**config.mk**
```make
export PLATFORM = sky130hd
export DESIGN_NAME = dev_err_status
export DESIGN_NICKNAME = d
export VERILOG_FILES = /design/src/rtl/dev_err_pkg.sv /design/src/rtl/np_tracker.sv /design/src/rtl/src_merge.sv /design/src/rtl/msg_gate.sv /design/src/rtl/dev_err_status.sv
export SDC_FILE = /design/constraint.sdc
export NUM_CORES = 1
export LEC_CHECK = 0
export BUFFER_PORTS_ARGS = -buffer_cell sky130_fd_sc_hd__buf_2
export CORE_ASPECT_RATIO = 1.75
export CORE_MARGIN = 2
export CORE_UTILIZATION = 45
export CTS_BUF_LIST = sky130_fd_sc_hd__clkbuf_8 sky130_fd_sc_hd__clkbuf_16
export CTS_CLUSTER_SIZE = 25
export DETAILED_ROUTE_END_ITERATION = 6
export PLACE_DENSITY = 0.78
export SYNTH_ARGS = -nofsm -noshare
export SYNTH_HDL_FRONTEND = slang
export SYNTH_HIERARCHICAL = 1
export SYNTH_SLANG_ARGS = --single-unit
export TNS_END_PERCENT = 1
```
**constraint.sdc**
```tcl
create_clock -name clk -period 2.4 [get_ports clk]
set_clock_uncertainty 0.05 [all_clocks]
set_input_delay 0.72 -clock clk [delete_from_list [all_inputs] [get_ports clk]]
set_output_delay 0.72 -clock clk [all_outputs]
set_load 0.03 [all_outputs]
```
**src/rtl/dev_err_pkg.sv**
```systemverilog
package dev_err_pkg;
  localparam int CLS = 3;
  localparam int CLS_CORR = 0;
  localparam int CLS_NONFATAL = 1;
  localparam int CLS_FATAL = 2;
  localparam int ST_UR = 3;
  localparam int ST_PEND = 5;
  localparam logic [15:0] ST_W1C_MASK = 16'h000F;
  localparam logic [15:0] CTL_RW_MASK = 16'h0007;
  typedef logic [CLS-1:0] cls_t;
  typedef enum logic {SEL_CTRL = 1'b0, SEL_STAT = 1'b1} sel_e;
endpackage

```
**src/rtl/np_tracker.sv**
```systemverilog
module np_tracker #(
  parameter int CNT_W = 6
) (
  input  logic clk,
  input  logic rst,
  input  logic issue,
  input  logic done,
  output logic pending
);
  localparam logic [CNT_W-1:0] CNT_MAX = {CNT_W{1'b1}};

  logic [CNT_W-1:0] cnt_q;
  logic [CNT_W-1:0] cnt_nxt;

  always_comb begin
    cnt_nxt = cnt_q;
    if (issue && !done && cnt_q != CNT_MAX)
      cnt_nxt = cnt_q + 1'b1;
    else if (done && !issue && cnt_q != '0)
      cnt_nxt = cnt_q - 1'b1;
  end

  always_ff @(posedge clk) begin
    if (rst) begin
      cnt_q   <= '0;
      pending <= 1'b0;
    end else begin
      cnt_q   <= cnt_nxt;
      pending <= (cnt_nxt != '0);
    end
  end

  // simultaneous issue and completion keep the count
  a_r3_both_hold: assert property (@(posedge clk) disable iff (rst)
    (issue && done) |=> $stable(cnt_q));
  // pending follows count across the register boundary
  a_r2_pend_live: assert property (@(posedge clk) disable iff (rst)
    (done && !issue && cnt_q == 1) |=> !pending);
endmodule

```
**src/rtl/src_merge.sv**
```systemverilog
module src_merge #(
  parameter int N_SRC = 2,
  parameter int CLS = 3
) (
  input  logic [N_SRC*CLS-1:0] ev_in,
  output logic [CLS-1:0]       ev_any
);
  always_comb begin
    ev_any = '0;
    for (int s = 0; s < N_SRC; s++)
      ev_any = ev_any | ev_in[s*CLS +: CLS];
  end
endmodule

```
**src/rtl/msg_gate.sv**
```systemverilog
module msg_gate #(
  parameter int CLS = 3
) (
  input  logic           clk,
  input  logic           rst,
  input  logic [CLS-1:0] ev,
  input  logic [CLS-1:0] en,
  output logic [CLS-1:0] msg
);
  for (genvar c = 0; c < CLS; c++) begin : g_cls
    always_ff @(posedge clk) begin
      if (rst) msg[c] <= 1'b0;
      else     msg[c] <= ev[c] & en[c];
    end
    // a disabled class never produces a message
    a_r10_off_quiet: assert property (@(posedge clk) disable iff (rst)
      !en[c] |=> !msg[c]);
  end
endmodule

```
**src/rtl/dev_err_status.sv**
```systemverilog
module dev_err_status
  import dev_err_pkg::*;
#(
  parameter int N_SRC = 2,
  parameter int CNT_W = 6
) (
  input  logic               clk,
  input  logic               rst,
  input  logic               reg_sel,
  input  logic               reg_wr,
  input  logic [1:0]         reg_be,
  input  logic [15:0]        reg_wdata,
  output logic [15:0]        reg_rdata,
  input  logic               np_issue,
  input  logic               np_done,
  input  logic               req_unclaimed,
  input  logic [N_SRC*3-1:0] err_ev,
  output logic [2:0]         msg_req
);
  logic [15:0] ctl_q;
  logic [15:0] st_q;
  logic        pend;
  cls_t        err_any;
  logic [15:0] byte_mask;
  logic [15:0] set_v;
  logic [15:0] clr_v;
  logic        wr_ctl;
  logic        wr_st;

  np_tracker #(.CNT_W(CNT_W)) u_trk (
    .clk(clk), .rst(rst), .issue(np_issue), .done(np_done), .pending(pend)
  );

  src_merge #(.N_SRC(N_SRC), .CLS(CLS)) u_mrg (
    .ev_in(err_ev), .ev_any(err_any)
  );

  msg_gate #(.CLS(CLS)) u_msg (
    .clk(clk), .rst(rst), .ev(err_any), .en(ctl_q[CLS-1:0]), .msg(msg_req)
  );

  assign byte_mask = {{8{reg_be[1]}}, {8{reg_be[0]}}};
  assign wr_ctl    = reg_wr && (reg_sel == SEL_CTRL);
  assign wr_st     = reg_wr && (reg_sel == SEL_STAT);
  assign set_v     = {12'h000, req_unclaimed, err_any};
  assign clr_v     = wr_st ? (reg_wdata & byte_mask) : 16'h0000;

  always_ff @(posedge clk) begin
    if (rst) begin
      ctl_q <= '0;
      st_q  <= '0;
    end else begin
      if (wr_ctl)
        ctl_q <= (ctl_q & ~(CTL_RW_MASK & byte_mask)) |
                 (reg_wdata & CTL_RW_MASK & byte_mask);
      st_q <= ((st_q & ~clr_v) | set_v) & ST_W1C_MASK;
    end
  end

  always_comb begin
    if (reg_sel == SEL_STAT) begin
      reg_rdata = st_q;
      reg_rdata[ST_PEND] = pend;
    end else begin
      reg_rdata = ctl_q;
    end
  end

  // a hardware set wins over a same-cycle clear
  a_r6_set_wins: assert property (@(posedge clk) disable iff (rst)
    (err_any[CLS_FATAL] && wr_st && reg_be[0] && reg_wdata[CLS_FATAL])
    |=> st_q[CLS_FATAL]);
  // writing 0 keeps a set flag
  a_r5_zero_keeps: assert property (@(posedge clk) disable iff (rst)
    (st_q[ST_UR] && !(wr_st && reg_be[0] && reg_wdata[ST_UR])) |=> st_q[ST_UR]);
  // reserved status bits read 0
  a_r8_rsvd_zero: assert property (@(posedge clk) disable iff (rst)
    (reg_sel == SEL_STAT) |-> (reg_rdata[15:6] == 10'h0 && !reg_rdata[4]));
  // control word never exposes more than its enables
  a_r9_ctl_width: assert property (@(posedge clk) disable iff (rst)
    (reg_sel == SEL_CTRL) |-> (reg_rdata[15:3] == 13'h0));
  // an error of a class always lands in its flag
  a_r4_latch: assert property (@(posedge clk) disable iff (rst)
    err_any[CLS_CORR] |=> st_q[CLS_CORR]);
endmodule

```
# Yosys cells after proc, flatten, opt, wreduce, memory -nomap -nowiden
# Cells that the tools add are included.
# op_classes
reduce_logical	10
n_mux	4
eq_ne	1
n_addsub	2
n_bitwise	13
# ops
operator	n
16-bit bitwise AND	1
3-bit by 16-bit bitwise AND with 16-bit output	1
16-bit 2-to-1 mux	1
3-bit NOT with 16-bit output	1
16-bit bitwise OR	1
6-bit 2-to-1 mux	2
6-bit nonzero test	2
4-bit bitwise AND	2
6-bit by 1-bit adder with 6-bit output (second input constant)	1
1-bit logical AND	6
6-bit inequality test (second input constant)	1
6-bit by 1-bit subtractor with 6-bit output (second input constant)	1
4-bit 2-to-1 mux	1
4-bit NOT	1
4-bit bitwise OR	1
1-bit bitwise AND	3
3-bit bitwise OR	1
1-bit zero test	2
1-bit NOT	1
# word_totals
register_bits	30
wordCells	37
inputBits	31

# Depth between registers and ports, before layout
# logic_depth
depth_word	6
ltp_mapped	8

# Hierarchy
# Netlist, hierarchy kept.
# modules_own_cells
module	area_each_um2	instances	cells_each	seq_area_each_um2
np_tracker	501.7	1	61	140.1
dev_err_status	435.4	1	49	140.1
msg_gate	86.3	1	6	60.1
src_merge	18.8	1	3	0.0

# Least setup slack after synthesis
# No wires, ideal clock.
# synth_path
kind	input port to output port
startpoint	in reg_sel
endpoint	out reg_rdata[0]
arrival_time_ns	1.111
n_path_buf	0
t_required_ns	1.630
path_stages	1
setup_slack_ns	0.519
path_cell_list	mux2_2
# synth_via
elab_chain_len	1
# synth_rtl
item	line	rtl
from (decl)	dev_err_status.sv:9	input logic reg_sel,
16-bit 2-to-1 mux	dev_err_status.sv:61	if (reg_sel == SEL_STAT) begin
to (decl)	dev_err_status.sv:13	output logic [15:0] reg_rdata,
# Every way passes these cells.

# Worst setup path after layout
# layout_path
startpoint	in reg_sel
endpoint	out reg_rdata[1]
# Same word-level chain as after synthesis.

==> results.sh <==
export IMPL_grt_max_degree=21
export IMPL_top_layer="met3"
export IMPL_drtIter0Drc=11
export IMPL_fin_cells=169
export IMPL_antenna_found_initial=0
export IMPL_dp_cells=165
export IMPL_final_max_slew_viol_count=0
export IMPL_min_period_ps=2180
export IMPL_cts_tree="yes"
export IMPL_dr_wl_met2_mm=1.19
export IMPL_share_comb_of_total_power_pct=30.3
export IMPL_p_leak_nw=0.565
export IMPL_clk_path_buf_depth=2
export IMPL_whs_ps=446
export IMPL_wl_per_cell_um=12.3
export IMPL_switching_share_pct=32.3
export IMPL_crit_path_max_incr_delay_ps=360
export IMPL_row_count=23
export IMPL_setup_violations=0
export IMPL_cts_max_level=1
export IMPL_synth_top_area_share_pct=32.7
export IMPL_ys_warnings_count=6
export IMPL_die_w_um=40.4
export IMPL_portBuffers=25
export IMPL_fp_dieH_um=67.7
export IMPL_finalSetupTns_ps=0
export IMPL_p_int_uw=514
export IMPL_ctsResizeCount=0
export IMPL_r2r_end="u_trk/pending$_SDFF_PP0_"
export IMPL_syn_avg_cell_area_sq_um=8.76
export IMPL_cp_top_family="multiplexers"
export IMPL_yosys_cell_types_count=38
export IMPL_synth_edf_count=0
export IMPL_core_sq_mm=0.00224
export IMPL_cp_start_kind="input pin"
export IMPL_place_congestion=0.663
export IMPL_cts_root_buffer="clkbuf_8"
export IMPL_vias=876
export IMPL_drt_pass1_iter_count=4
export IMPL_cpMostUsedCell="buf_2"
export IMPL_cts_setup_buffers=0
export IMPL_clk_pin_slew_ps=60
export IMPL_r2r_cells=8
export IMPL_p_clk_share_pct=26.4
export IMPL_finish_instance_area_sq_mm=0.00118
export IMPL_status="completed"
export IMPL_min_path_type="reg2reg"
export IMPL_start_util_pct=46.4
export IMPL_grt_pass1_wl_mm=3.16
export IMPL_area_growth_pct=13.2
export IMPL_ys_ff_latch=17
export IMPL_totalWireLength_mm=2.08
export IMPL_drive_above_1_share_pct=25.0
export IMPL_grt_setup_unrepaired="false"
export IMPL_power_switching_uw=245
export IMPL_synth_main_ff_cell="dfxtp_1"
export IMPL_ios=50
export IMPL_via_per_inst=5.18
export IMPL_ys_seq_area_share_pct=32.7
export IMPL_postCtsHoldBufs=0
export IMPL_fin_nets=179
export IMPL_die_area_sq_mm=0.00273
export IMPL_worstSetupEndpointType="primary output"
export IMPL_worstSkewPairLatency_ps=240
export IMPL_max_freq_mhz=459
export IMPL_num_antenna_cells=0
export IMPL_r2r_slack_ps=360
export IMPL_r2r_start="u_trk/cnt_q[0]$_SDFF_PP0_"
export IMPL_worstSetupPathType="in2out"
export IMPL_grt_pass1_vias=801
export IMPL_antenna_left=0
export IMPL_hold_depth=2
export IMPL_sequentialPowerShare_pct=43.4
export IMPL_place_area_sq_mm=0.00113
export IMPL_critPathMaxFanout=7
export IMPL_cts_buffers=3
export IMPL_timing_critical_path_buf_inv=2
export IMPL_ir_drop_mv=0.363
export IMPL_relSlewSlack_pct=65.9
export IMPL_synthTopCellsByArea="dfxtp_1, buf_4, nand2b_1"
export IMPL_async_reset_ff_share_pct=0
export IMPL_cts_sinks=17
export IMPL_max_cap_viol_count=0
export IMPL_finalCritPeriodShare_pct=90.7
export IMPL_synth_area_sq_mm=0.00104
export IMPL_slowest_stage="mux2_2"
export IMPL_yosysTopAreaCell="dfxtp_1"
export IMPL_worst_ep_required_time_ps=1630
export IMPL_drc=0
export IMPL_path_cells="buf_2 -> mux2_2 -> buf_2"
export IMPL_worstMarginPinSlew_ps=507
export IMPL_gr_total_overflow=0
export IMPL_wirelength_met1_um=797
export IMPL_hpwl_mm=1.65
export IMPL_grt_use_total_pct=16.3
export IMPL_wl_met3_um=93
export IMPL_final_hold_violation_count=0
export IMPL_synthCells=119
export IMPL_cellPowerDensity_mw_per_mm2=643
export IMPL_arrival_ps=1410
## logic make-up (layout without fill, tap and decap cells)
logic type / after synthesis / count (layout) / share of synthesized area (%)
and+or+nand+nor: 47 / 47 / 27.2
buffers and inverters: 21 / 36 / 12.2
AOI/OAI and AO/OA: 20 / 20 / 14.3
DFF: 17 / 17 / 32.7
muxes: 7 / 7 / 7.08
adders and majority gates: 3 / 3 / 3.60
xor gates and xnor gates: 3 / 3 / 2.52
other: 1 / 11 / 0.360
## per-layer routing
metal / GRT usage (%) / vias up
li1: - / 436
met1: 15.9 / 413
met2: 31.9 / 27
met3: 1.97 / 0
met4: 5.00 / 0
met5: 0 / -
## worst min-delay path, cell delays in order, from the launching register on
cell and delay [ps]:
dfxtp_1 320, nand2b_1 70, mux2i_1 60
## cell type report
class	instances	area (sq um)
Timing Repair Buffer	25	125
Multi-Input combinational cell	91	612
Fill cell	219	1060
Inverter	7	26.3
Tap cell	25	31.3
Sequential cell	17	340
Clock inverter	1	3.75
Clock buffer	3	41.3
## worst max path at each step
stage	start	endpoint	slack (ps)	cells after the start
after floorplan	reg_sel	reg_rdata[0]	520	1
after global placement	reg_sel	reg_rdata[1]	240	3
after detailed placement	reg_sel	reg_rdata[1]	230	3
after CTS	reg_sel	reg_rdata[1]	220	3
after global routing	reg_sel	reg_rdata[1]	200	3
final	reg_sel	reg_rdata[1]	220	3
## Yosys cell counts (2+ instances only)
library cell	number
nand3b_1	2
nand2b_1	8
nor2b_1	3
o31ai_1	2
a311oi_1	4
nor2_1	12
nand3_1	2
nand4_1	2
and2_1	2
o22ai_1	2
and3_1	2
o21ai_1	3
inv_1	7
mux2i_1	4
mux2_2	3
nand2_1	3
o21ai_0	3
xnor2_1	2
dfxtp_1	17
and3b_1	4
ha_1	3
buf_4	11
or2_1	3
## stage by stage
stage / utilization [%] / setup slack, ps / total power, mW
floorplan: - / 519 / 0.523
global placement: 50.6 / 237 / 0.553
detailed placement: 50.6 / 225 / 0.563
CTS: 52.6 / 224 / 0.765
global route: 52.6 / 204 / 0.799
finish: 52.6 / 223 / 0.759
## power by group through the flow
stage	sequential (mW)	combinational (mW)	clock, mW
finish	0.329	0.230	0.200
global placement	0.333	0.220	0
global route	0.333	0.250	0.216
floorplan	0.331	0.191	0
CTS	0.329	0.229	0.207
detailed placement	0.335	0.228	0
## layout by cell type, fill, tap and decap left out, types with 3 or more instances in the layout
master	n
buf_2	25
dfxtp_1	17
nor2_1	12
conb_1	11
nand2b_1	8
inv_1	8
and3b_1	4
mux2i_1	4
a311oi_1	4
mux2_2	3
clkbuf_8	3
or2_1	3
nor2b_1	3
o21ai_0	3
nand2_1	3
o21ai_1	3
ha_1	3
Note: power is estimated with default switching activity, not from simulation.
